## config.mk

```make
export PLATFORM = sky130hd
export DESIGN_NAME = cipher_keyiv_bank
export DESIGN_NICKNAME = d
export VERILOG_FILES = /design/src/rtl/cipher_keyiv_pkg.sv /design/src/rtl/keyiv_addr_decode.sv /design/src/rtl/keyiv_run_fsm.sv /design/src/rtl/keyiv_word_bank.sv /design/src/rtl/cipher_keyiv_bank.sv
export SDC_FILE = /design/constraint.sdc
export NUM_CORES = 1
export LEC_CHECK = 0
export BUFFER_PORTS_ARGS = -buffer_cell sky130_fd_sc_hd__buf_2
export CORE_MARGIN = 2
export CORE_UTILIZATION = 35
export CTS_BUF_LIST = sky130_fd_sc_hd__clkbuf_8
export CTS_CLUSTER_DIAMETER = 40
export DETAILED_ROUTE_END_ITERATION = 12
export PLACE_DENSITY = 0.58
export SLEW_MARGIN = 20
export SYNTH_ARGS = -nofsm -noshare
export SYNTH_HDL_FRONTEND = slang
export SYNTH_SLANG_ARGS = --single-unit
```

## constraint.sdc

```tcl
create_clock -name clk -period 3.8 [get_ports clk]
set_input_delay 0.38 -clock clk [delete_from_list [all_inputs] [get_ports clk]]
set_output_delay 0.38 -clock clk [all_outputs]
set_load 0.05 [all_outputs]
```

## src/rtl/cipher_keyiv_pkg.sv

```systemverilog
package cipher_keyiv_pkg;

    // Decoded target of a bus access
    typedef enum logic [1:0] {
        RG_NONE = 2'd0,
        RG_CTRL = 2'd1,
        RG_KEY  = 2'd2,
        RG_IV   = 2'd3
    } region_e;

    // Run controller states
    typedef enum logic {
        ST_OFF = 1'b0,
        ST_RUN = 1'b1
    } run_state_e;

endpackage

```

## src/rtl/keyiv_addr_decode.sv

```systemverilog
module keyiv_addr_decode
    import cipher_keyiv_pkg::*;
#(
    parameter int ADDR_W   = 8,
    parameter int NWORDS   = 4,
    parameter int KEY_BASE = 4,   // word index of key word 0
    parameter int IV_BASE  = 8    // word index of chaining word 0
) (
    input  logic [ADDR_W-1:0]         addr_i,
    output region_e                   region_o,
    output logic [$clog2(NWORDS)-1:0] idx_o
);
    localparam int WA    = ADDR_W - 2;
    localparam int IDX_W = $clog2(NWORDS);
    localparam logic [WA-1:0] KEY_LO = WA'(KEY_BASE);
    localparam logic [WA-1:0] KEY_HI = WA'(KEY_BASE + NWORDS - 1);
    localparam logic [WA-1:0] IV_LO  = WA'(IV_BASE);
    localparam logic [WA-1:0] IV_HI  = WA'(IV_BASE + NWORDS - 1);

    logic [WA-1:0] word;
    logic          aligned;

    assign word    = addr_i[ADDR_W-1:2];
    assign aligned = (addr_i[1:0] == 2'b00);

    always_comb begin
        region_o = RG_NONE;
        idx_o    = '0;
        if (aligned) begin
            if (word == '0) begin
                region_o = RG_CTRL;
            end else if (word >= KEY_LO && word <= KEY_HI) begin
                region_o = RG_KEY;
                idx_o    = IDX_W'(word - KEY_LO);
            end else if (word >= IV_LO && word <= IV_HI) begin
                region_o = RG_IV;
                idx_o    = IDX_W'(word - IV_LO);
            end
        end
    end

endmodule

```

## src/rtl/keyiv_run_fsm.sv

```systemverilog
module keyiv_run_fsm
    import cipher_keyiv_pkg::*;
(
    input  logic clk,
    input  logic rst_n,
    input  logic ctrl_wr_i,
    input  logic ctrl_bit_i,
    output logic en_o
);
    run_state_e state_q, state_d;

    // State register
    always_ff @(posedge clk or negedge rst_n) begin
        if (!rst_n) state_q <= ST_OFF;
        else        state_q <= state_d;
    end

    // Transitions: T_START, T_STOP, T_STAY
    always_comb begin
        state_d = state_q;
        unique case (state_q)
            ST_OFF: if (ctrl_wr_i && ctrl_bit_i)  state_d = ST_RUN;
            ST_RUN: if (ctrl_wr_i && !ctrl_bit_i) state_d = ST_OFF;
            default: state_d = ST_OFF;
        endcase
    end

    // Outputs
    always_comb begin
        unique case (state_q)
            ST_RUN:  en_o = 1'b1;
            default: en_o = 1'b0;
        endcase
    end

    p_ctrl_write_r2: assert property (@(posedge clk) disable iff (!rst_n)
        ctrl_wr_i |=> (en_o == $past(ctrl_bit_i)));

    p_hold_no_write_r11: assert property (@(posedge clk) disable iff (!rst_n)
        !ctrl_wr_i |=> $stable(en_o));

endmodule

```

## src/rtl/keyiv_word_bank.sv

```systemverilog
module keyiv_word_bank #(
    parameter int NWORDS  = 4,
    parameter int DW      = 32,
    parameter bit CORE_UPD = 1'b0   // 1: core may reload the whole bank
) (
    input  logic                      clk,
    input  logic                      rst_n,
    input  logic                      en_i,
    input  logic                      wr_i,
    input  logic [$clog2(NWORDS)-1:0] idx_i,
    input  logic [DW-1:0]             wdata_i,
    input  logic                      upd_i,
    input  logic [NWORDS*DW-1:0]      upd_data_i,
    output logic [NWORDS*DW-1:0]      words_o
);
    localparam int IDX_W = $clog2(NWORDS);

    logic host_ok;
    logic core_ok;

    assign host_ok = wr_i && !en_i;

    generate
        if (CORE_UPD) begin : g_upd_on
            assign core_ok = upd_i && en_i;
        end else begin : g_upd_off
            logic unused_upd;
            assign unused_upd = upd_i ^ (^upd_data_i);
            assign core_ok = 1'b0;
        end
    endgenerate

    for (genvar w = 0; w < NWORDS; w++) begin : g_word
        always_ff @(posedge clk or negedge rst_n) begin
            if (!rst_n) begin
                words_o[w*DW +: DW] <= '0;
            end else if (core_ok) begin
                words_o[w*DW +: DW] <= upd_data_i[w*DW +: DW];
            end else if (host_ok && idx_i == IDX_W'(w)) begin
                words_o[w*DW +: DW] <= wdata_i;
            end
        end
    end

    generate
        if (CORE_UPD) begin : g_chk_iv
            p_host_blocked_r7: assert property (@(posedge clk) disable iff (!rst_n)
                (en_i && !upd_i) |=> $stable(words_o));
            p_core_load_r9: assert property (@(posedge clk) disable iff (!rst_n)
                (en_i && upd_i) |=> (words_o == $past(upd_data_i)));
            p_core_ignored_r9: assert property (@(posedge clk) disable iff (!rst_n)
                (!en_i && !wr_i) |=> $stable(words_o));
        end else begin : g_chk_key
            p_key_frozen_r4: assert property (@(posedge clk) disable iff (!rst_n)
                en_i |=> $stable(words_o));
        end
    endgenerate

endmodule

```

## src/rtl/cipher_keyiv_bank.sv

```systemverilog
module cipher_keyiv_bank
    import cipher_keyiv_pkg::*;
#(
    parameter int ADDR_W = 8,
    parameter int DW     = 32,
    parameter int NWORDS = 4
) (
    input  logic                 clk,
    input  logic                 rst_n,
    input  logic [ADDR_W-1:0]    bus_addr,
    input  logic                 bus_wr,
    input  logic                 bus_rd,
    input  logic [DW-1:0]        bus_wdata,
    output logic [DW-1:0]        bus_rdata,
    input  logic                 core_iv_upd,
    input  logic [NWORDS*DW-1:0] core_iv_data,
    output logic                 eng_enable,
    output logic [NWORDS*DW-1:0] key_out,
    output logic [NWORDS*DW-1:0] iv_out
);
    localparam int IDX_W    = $clog2(NWORDS);
    localparam int KEY_BASE = 4;
    localparam int IV_BASE  = KEY_BASE + NWORDS;

    region_e          region;
    logic [IDX_W-1:0] idx;

    keyiv_addr_decode #(
        .ADDR_W  (ADDR_W),
        .NWORDS  (NWORDS),
        .KEY_BASE(KEY_BASE),
        .IV_BASE (IV_BASE)
    ) u_dec (
        .addr_i  (bus_addr),
        .region_o(region),
        .idx_o   (idx)
    );

    keyiv_run_fsm u_fsm (
        .clk       (clk),
        .rst_n     (rst_n),
        .ctrl_wr_i (bus_wr && region == RG_CTRL),
        .ctrl_bit_i(bus_wdata[0]),
        .en_o      (eng_enable)
    );

    keyiv_word_bank #(
        .NWORDS  (NWORDS),
        .DW      (DW),
        .CORE_UPD(1'b0)
    ) u_key (
        .clk       (clk),
        .rst_n     (rst_n),
        .en_i      (eng_enable),
        .wr_i      (bus_wr && region == RG_KEY),
        .idx_i     (idx),
        .wdata_i   (bus_wdata),
        .upd_i     (1'b0),
        .upd_data_i('0),
        .words_o   (key_out)
    );

    keyiv_word_bank #(
        .NWORDS  (NWORDS),
        .DW      (DW),
        .CORE_UPD(1'b1)
    ) u_iv (
        .clk       (clk),
        .rst_n     (rst_n),
        .en_i      (eng_enable),
        .wr_i      (bus_wr && region == RG_IV),
        .idx_i     (idx),
        .wdata_i   (bus_wdata),
        .upd_i     (core_iv_upd),
        .upd_data_i(core_iv_data),
        .words_o   (iv_out)
    );

    // Read path: key never leaves the block, chaining words only while stopped
    always_comb begin
        bus_rdata = '0;
        if (bus_rd) begin
            unique case (region)
                RG_CTRL: bus_rdata = {{(DW-1){1'b0}}, eng_enable};
                RG_IV:   bus_rdata = eng_enable ? '0 : iv_out[idx*DW +: DW];
                default: bus_rdata = '0;
            endcase
        end
    end

    p_key_unreadable_r5: assert property (@(posedge clk) disable iff (!rst_n)
        (bus_rd && region == RG_KEY) |-> (bus_rdata == '0));

    p_iv_masked_r8: assert property (@(posedge clk) disable iff (!rst_n)
        (bus_rd && eng_enable) |-> (bus_rdata[DW-1:1] == '0));

    p_unmapped_quiet_r11: assert property (@(posedge clk) disable iff (!rst_n)
        (bus_wr && region == RG_NONE && !core_iv_upd) |=>
            ($stable(key_out) && $stable(iv_out) && $stable(eng_enable)));

endmodule

```

==> impl_metrics.csv, run 1 <==
group,metric,value,unit
synth,yosys_most_used_dff,"dfrtp_1",
critical_path,crit_start,"bus_addr[7]",
critical_path,crit_type,"input pin to output pin",
die,io_pins,462,
sta,clock_skew,0.0123,ns
sta,tns,0,ns
drt,drc,0,
critical_path,cp_max_fo,19,
synth,synth.largest_area_cell,"dfrtp_1",
placement,dp_hpwl,31100,µm
pwr,max-vdd-ir-drop,0.390,mV
die,die-area,35600,µm²
hold_path,hp-start,"core_iv_data[37]",
hold_path,hold_path_class,"input pin to register",
sta,hold_viol_final,0,
critical_path,cpMostUsedCell,"buf_2",
critical_path,cp_num_buf_inv,3,
synth,yosys_warnings,0,
grt,grt_max_degree,107,
synth,syn_area,11900,µm²
clock_tree,cts_tree,"yes",
sta,worst_slew_pin_slew,0.851,ns
critical_path,critPathTopFamily,"simple AND/OR/NAND/NOR gates",
sta,setup_viol,0,
drt,drtPass1Iterations,5,
grt,antenna_found_initial,1,
critical_path,crit_chain,"buf_2, or4_1, nor3b_4, nand3b_2, buf_4, a221oi_1, buf_2",
grt,grtUsageMet3,0.0594,
clock_tree,cts_htree_levels,2,
run_status,outcome,"finished clean",
sta,maxSlewViolCount,0,
critical_path,arrival,2.74,ns
synth,synth_nets,1221,
critical_path,r2r-end,"u_key.words_o[46]$_DFFE_PN0P_",
cells_and_area,drive_gt1_frac,0.439,
grt,grt_pass1_vias,10100,
placement,portBuffers,461,
clock_tree,clock_latency,0.54,ns
sta,slew_headroom,0.431,
clock_tree,cts_buffers,49,
die,fp.dieW,189,µm
die,rows,67,
cells_and_area,syn_to_final_growth,32.5,%
grt,gr-usage-all-layers,0.242,
cells_and_area,layout.nets,1683,
drt,wl_per_cell,22.1,µm
critical_path,cp.required,3.42,ns
synth,ys_seq_elements,257,
grt,grt-busiest-layer,"met2",
run,maxCapViolCount,0,
critical_path,crit_end,"bus_rdata[1]",
cells_and_area,post-route-util,0.471,
clock_tree,post_cts_buffers,0,
placement,gp_routability_congestion,0.882,
sta,fin_crit,3.12,ns
synth,ys_types,36,
synth,synth.area.top_cells,"dfrtp_1, mux2i_1, mux2_2",
cells_and_area,antenna_cells,0,
die,core,33500,µm²
critical_path,path_depth,7,
clock_tree,clk_pin_slew,0.06,ns
critical_path,r2r_cells,3,
synth,synth_edf_count,0,
critical_path,cpPeakStageDelay,0.78,ns
critical_path,end_kind,"output pin",
sta,min_period_over_period,0.821,
synth,synthArstFlopShare,1.00,
synth,syn_area_per_cell,11.4,µm²
synth,synthCells,1048,
grt,gr-total-overflow,0,
sta,rsz0062_at_grt,"false",
drt,antenna_left,0,
critical_path,start_kind,"input pin",
pwr,power_density,718,nW/µm²
critical_path,reg2reg_slack,1.29,ns
cells_and_area,fillerInstances,3240,
synth,synth_top_area_frac,0.539,
grt,met2_usage,0.387,
grt,gr-usage-met1,0.322,
die,start_util,0.356,
drt,via_per_inst,5.16,
synth,ys_seq_area_frac,0.539,
sta,timing.fmax,0.321,GHz
clock_tree,cts-root-buf,"clkbuf_8",
clock_tree,cts.path.max_buffers,3,
die,die_h,189,µm
drt,drt-initial-drc-count,462,
pwr,power_leakage,0.00869,µW
grt,grt_pass1_wl,65400,µm
clock_tree,cts_sinks,257,
critical_path,crit_slowest_cell,"or4_1",
drt,vias,10300,
drt,routed_wl,44000,µm
==> cell usage in the layout (no fill, tap or decap), types with 4 or more instances in the layout <==
cell type  instances
a21oi_1           96
a221oi_1          31
a31oi_1           32
buf_12             6
buf_2            459
buf_4             27
clkbuf_8          59
clkinv_2          11
dfrtp_1          257
inv_1             12
mux2_1            33
mux2_2            96
mux2i_1          128
nand2_1           66
nand2b_1          33
nand4_1            4
nor2_1           131
nor2b_1            4
o22ai_1           31
==> power breakdown <==
group	switching, µW	internal, µW
clock network	1190	1610
logic	3420	1140
registers	569	3420
total	5170	6170
==> Yosys cell counts (all sizes together), types with 2 or more instances <==
master  count
nor4        5
inv         2
buf        28
mux2i     128
nor2      131
dfrtp     257
nand4       4
nand2b     33
nand2      68
nor2b       4
a21oi      96
a31oi      32
o22ai      31
mux2      129
a221oi     31
clkbuf     55
==> routing by layer <==
layer  vias to the layer above  wire [µm]
met5                         -         18
met4                         2       1310
li1                       4686          -
met1                      5075      18700
met3                        73       3240
met2                       450      20800
==> registers in the layout, indices dropped and copies added, names as in the netlist, named ones only <==
register / cells
u_iv.words_o: 128
u_key.words_o: 128
==> kinds of logic (layout without fill, tap and decap cells) <==
group           Yosys count  in the layout  share of synthesized area
flops                   257            257                      0.539
xor+xnor                  1              1                   0.000735
buf+inv                  85            583                     0.0327
mux                     257            257                      0.229
simple gates            254            254                     0.0995
compound gates          194            194                     0.0986
==> per-stage QoR <==
step / total power (µW) / instance area (µm²) / hold slack, ns / setup WS, ns / instances
3_3_place_gp: 8540 / 14800 / 0.468 / 0.619 / 1906
3_5_place_dp: 8590 / 14800 / 0.474 / 0.631 / 1906
5_1_grt: 11900 / 15800 / 0.0432 / 0.519 / 1994
4_1_cts: 11400 / 15800 / 0.0314 / 0.615 / 1994
6_report: 11300 / 15800 / 0.0750 / 0.680 / 1994
2_1_floorplan: 7230 / 11900 / 0.0844 / 0.465 / 1048
==> how the worst min path moves through the flow <==
stage          depth (start not counted)  slack, ns                            end
3_5_place_dp                           1       0.47  u_key.words_o[67]$_DFFE_PN0P_
3_3_place_gp                           1       0.47  u_key.words_o[67]$_DFFE_PN0P_
2_1_floorplan                          0       0.08                      async pin
5_1_grt                                3       0.04   u_iv.words_o[58]$_DFFE_PN0P_
4_1_cts                                3       0.03  u_iv.words_o[125]$_DFFE_PN0P_
6_report                               3       0.08   u_iv.words_o[37]$_DFFE_PN0P_
==> cell type report <==
cell class	count	area, µm²	area share
clock inverter	28	209	0.0132
inverter	2	7.51	0.000475
multi-input combinational	706	5140	0.325
sequential	257	6430	0.407
clock buffer	59	812	0.0514
timing repair buffer	494	2650	0.167
tap	448	561	0.0355
==> timing repair <==
action / in CTS / in global routing
endpoints found under the hold margin: 103 / 0
endpoints found under the setup margin: 0 / 0
hold buffers: 1 / 0
resized for setup: 0 / 0
==> worst reg2reg max path: stages, from the launching register on <==
cell      delay [ns]
dfrtp_1         0.51
nor2b_1         0.51
nand4b_4        0.76
mux2_1          0.59
Power figures use the tool's default switching activity.
==> run 2: changes to the inputs <==
--- a/config.mk
+++ b/config.mk
@@ -11,7 +11,7 @@
 export CTS_BUF_LIST = sky130_fd_sc_hd__clkbuf_8
 export CTS_CLUSTER_DIAMETER = 40
 export DETAILED_ROUTE_END_ITERATION = 12
-export PLACE_DENSITY = 0.58
+export PLACE_DENSITY = 0.6
 export SLEW_MARGIN = 20
 export SYNTH_ARGS = -nofsm -noshare
 export SYNTH_HDL_FRONTEND = slang
==> constraint.sdc (replaced) <==
create_clock -name clk -period 2.8 [get_ports clk]
set_input_delay 0.28 -clock clk [delete_from_list [all_inputs] [get_ports clk]]
set_output_delay 0.28 -clock clk [all_outputs]
set_load 0.05 [all_outputs]
==> impl_metrics.csv, run 2 (same netlist as run 1, synthesis figures left out) <==
group,metric,value,unit
grt,gr-total-overflow,0,
pwr,power_leakage,0.00932,µW
sta,worst_slew_pin_slew,0.790,ns
drt,drc,0,
run_status,outcome,"finished clean",
cells_and_area,syn_to_final_growth,44.6,%
critical_path,cp_max_fo,18,
placement,gp_routability_congestion,0.879,
drt,via_per_inst,5.17,
sta,maxSlewViolCount,0,
clock_tree,cts-root-buf,"clkbuf_8",
cells_and_area,drive_gt1_frac,0.410,
die,fp.dieW,189,µm
sta,setup_ws,0.112,ns
grt,antenna_found_initial,2,
grt,grt_pass1_vias,11100,
run,maxCapViolCount,0,
drt,drtPass1Iterations,6,
sta,rsz0062_at_grt,"false",
sta,setup_viol,0,
clock_tree,cts_buffers,49,
critical_path,start_kind,"input pin",
drt,vias,11100,
die,die-area,35600,µm²
die,die_h,189,µm
grt,grt_pass1_wl,67800,µm
placement,portBuffers,461,
clock_tree,clk_pin_slew,0.06,ns
hold_path,hold_path_class,"input pin to register",
drt,drt-initial-drc-count,724,
die,start_util,0.356,
cells_and_area,layout.nets,1823,
sta,clock_skew,0.0146,ns
grt,gr-usage-all-layers,0.249,
pwr,max-vdd-ir-drop,0.665,mV
die,core,33500,µm²
critical_path,crit_type,"input pin to output pin",
drt,wl_per_cell,21.3,µm
pwr,power_density,907,nW/µm²
drt,antenna_left,0,
sta,fin_crit,2.69,ns
drt,routed_wl,45600,µm
clock_tree,cts_tree,"yes",
die,io_pins,462,
critical_path,cp.required,2.52,ns
grt,grt_max_degree,97,
placement,dp_hpwl,31100,µm
critical_path,arrival,2.41,ns
cells_and_area,largest_registers,"u_iv.words_o (128), u_key.words_o (128)",
placement,pre_cts_ws,0.188,ns
cells_and_area,layout_common_cells,"buf_2, dfrtp_1, nor2_1",
sta,min_period_over_period,0.960,
sta,timing.fmax,0.372,GHz
die,rows,67,
clock_tree,post_cts_buffers,0,
clock_tree,clock_latency,0.57,ns
clock_tree,cts_sinks,257,
cells_and_area,post-route-util,0.514,
critical_path,end_kind,"output pin",
sta,holdWs,0.0350,ns
sta,hold_viol_final,0,
clock_tree,cts.path.max_buffers,3,
sta,slew_headroom,0.474,
clock_tree,cts_htree_levels,2,
cells_and_area,mostFrequentLayoutCell,"buf_2",
==> run 2: changes by cell type in the layout (fill, tap and decap cells not counted) <==
cell / change
dlygate4sd3_1: +127
clkbuf_8: -1
clkinvlp_4: -3
clkinv_4: +4
diode_2: +1
inv_6: +1
buf_4: +9
buf_12: +4
inv_1: +1
==> run 2: repair_timing <==
| action | CTS | global route |
|---|---|---|
| hold buffers | 128 | 0 |
| gates resized for setup | 0 | 0 |
| hold endpoints to repair | 189 | 0 |
==> run 2: worst paths after layout <==
path | slack [ns] | cells after the start | to | start
max | 0.11 | 7 | bus_rdata[17] | bus_addr[7]
min | 0.04 | 3 | u_iv.words_o[77]$_DFFE_PN0P_ | core_iv_data[77]
max reg2reg | 0.37 | 6 | u_iv.words_o[4]$_DFFE_PN0P_ | register
min reg2reg | 0.49 | 1 | u_key.words_o[43]$_DFFE_PN0P_ | u_key.words_o[43]$_DFFE_PN0P_
max in group asynchronous | 1.70 | 3 | u_iv.words_o[80]$_DFFE_PN0P_ | rst_n
min in group asynchronous | 0.27 | 2 | u_key.words_o[30]$_DFFE_PN0P_ | rst_n
==> run 2: metal layers <==
metal,vias to the layer above,global-route usage,part of all wire
met1,5504,0.315,0.41
met2,492,0.420,0.49
met5,-,0,0.00026
met3,78,0.0585,0.074
met4,2,0.0796,0.025
li1,4978,-,-
==> run 2: cell type report <==
type	instances	area, µm²
Timing Repair Buffer	634	4060
Fill cell	3029	16300
Inverter	2	7.51
Clock inverter	31	234
Clock buffer	58	798
Antenna cell	1	2.50
Tap cell	448	561
Multi-Input combinational cell	706	5140
Sequential cell	257	6430
==> run 2: worst max-delay path: stages <==
cell,delay (ns)
buf_2,0.12
or4_1,0.67
nor3b_4,0.26
nand3b_2,0.13
buf_4,0.27
a221oi_1,0.33
buf_2,0.33
==> run 2: through the flow <==
step / power, µW / instances / TNS, ns / area, µm²
CTS: 15700 / 2136 / 0 / 17200
finish: 15600 / 2137 / 0 / 17200
detailed placement: 11700 / 1919 / 0 / 14900
global route: 16300 / 2137 / 0 / 17200
global placement: 11600 / 1919 / 0 / 14900
floorplan: 9810 / 1048 / -10.34 / 11900
==> run 2: power by group <==
| part | internal [µW] | total [µW] | switching (µW) |
|---|---|---|---|
| Combinational | 1680 | 6390 | 4710 |
| Clock | 2180 | 3850 | 1670 |
| Sequential | 4640 | 5400 | 763 |
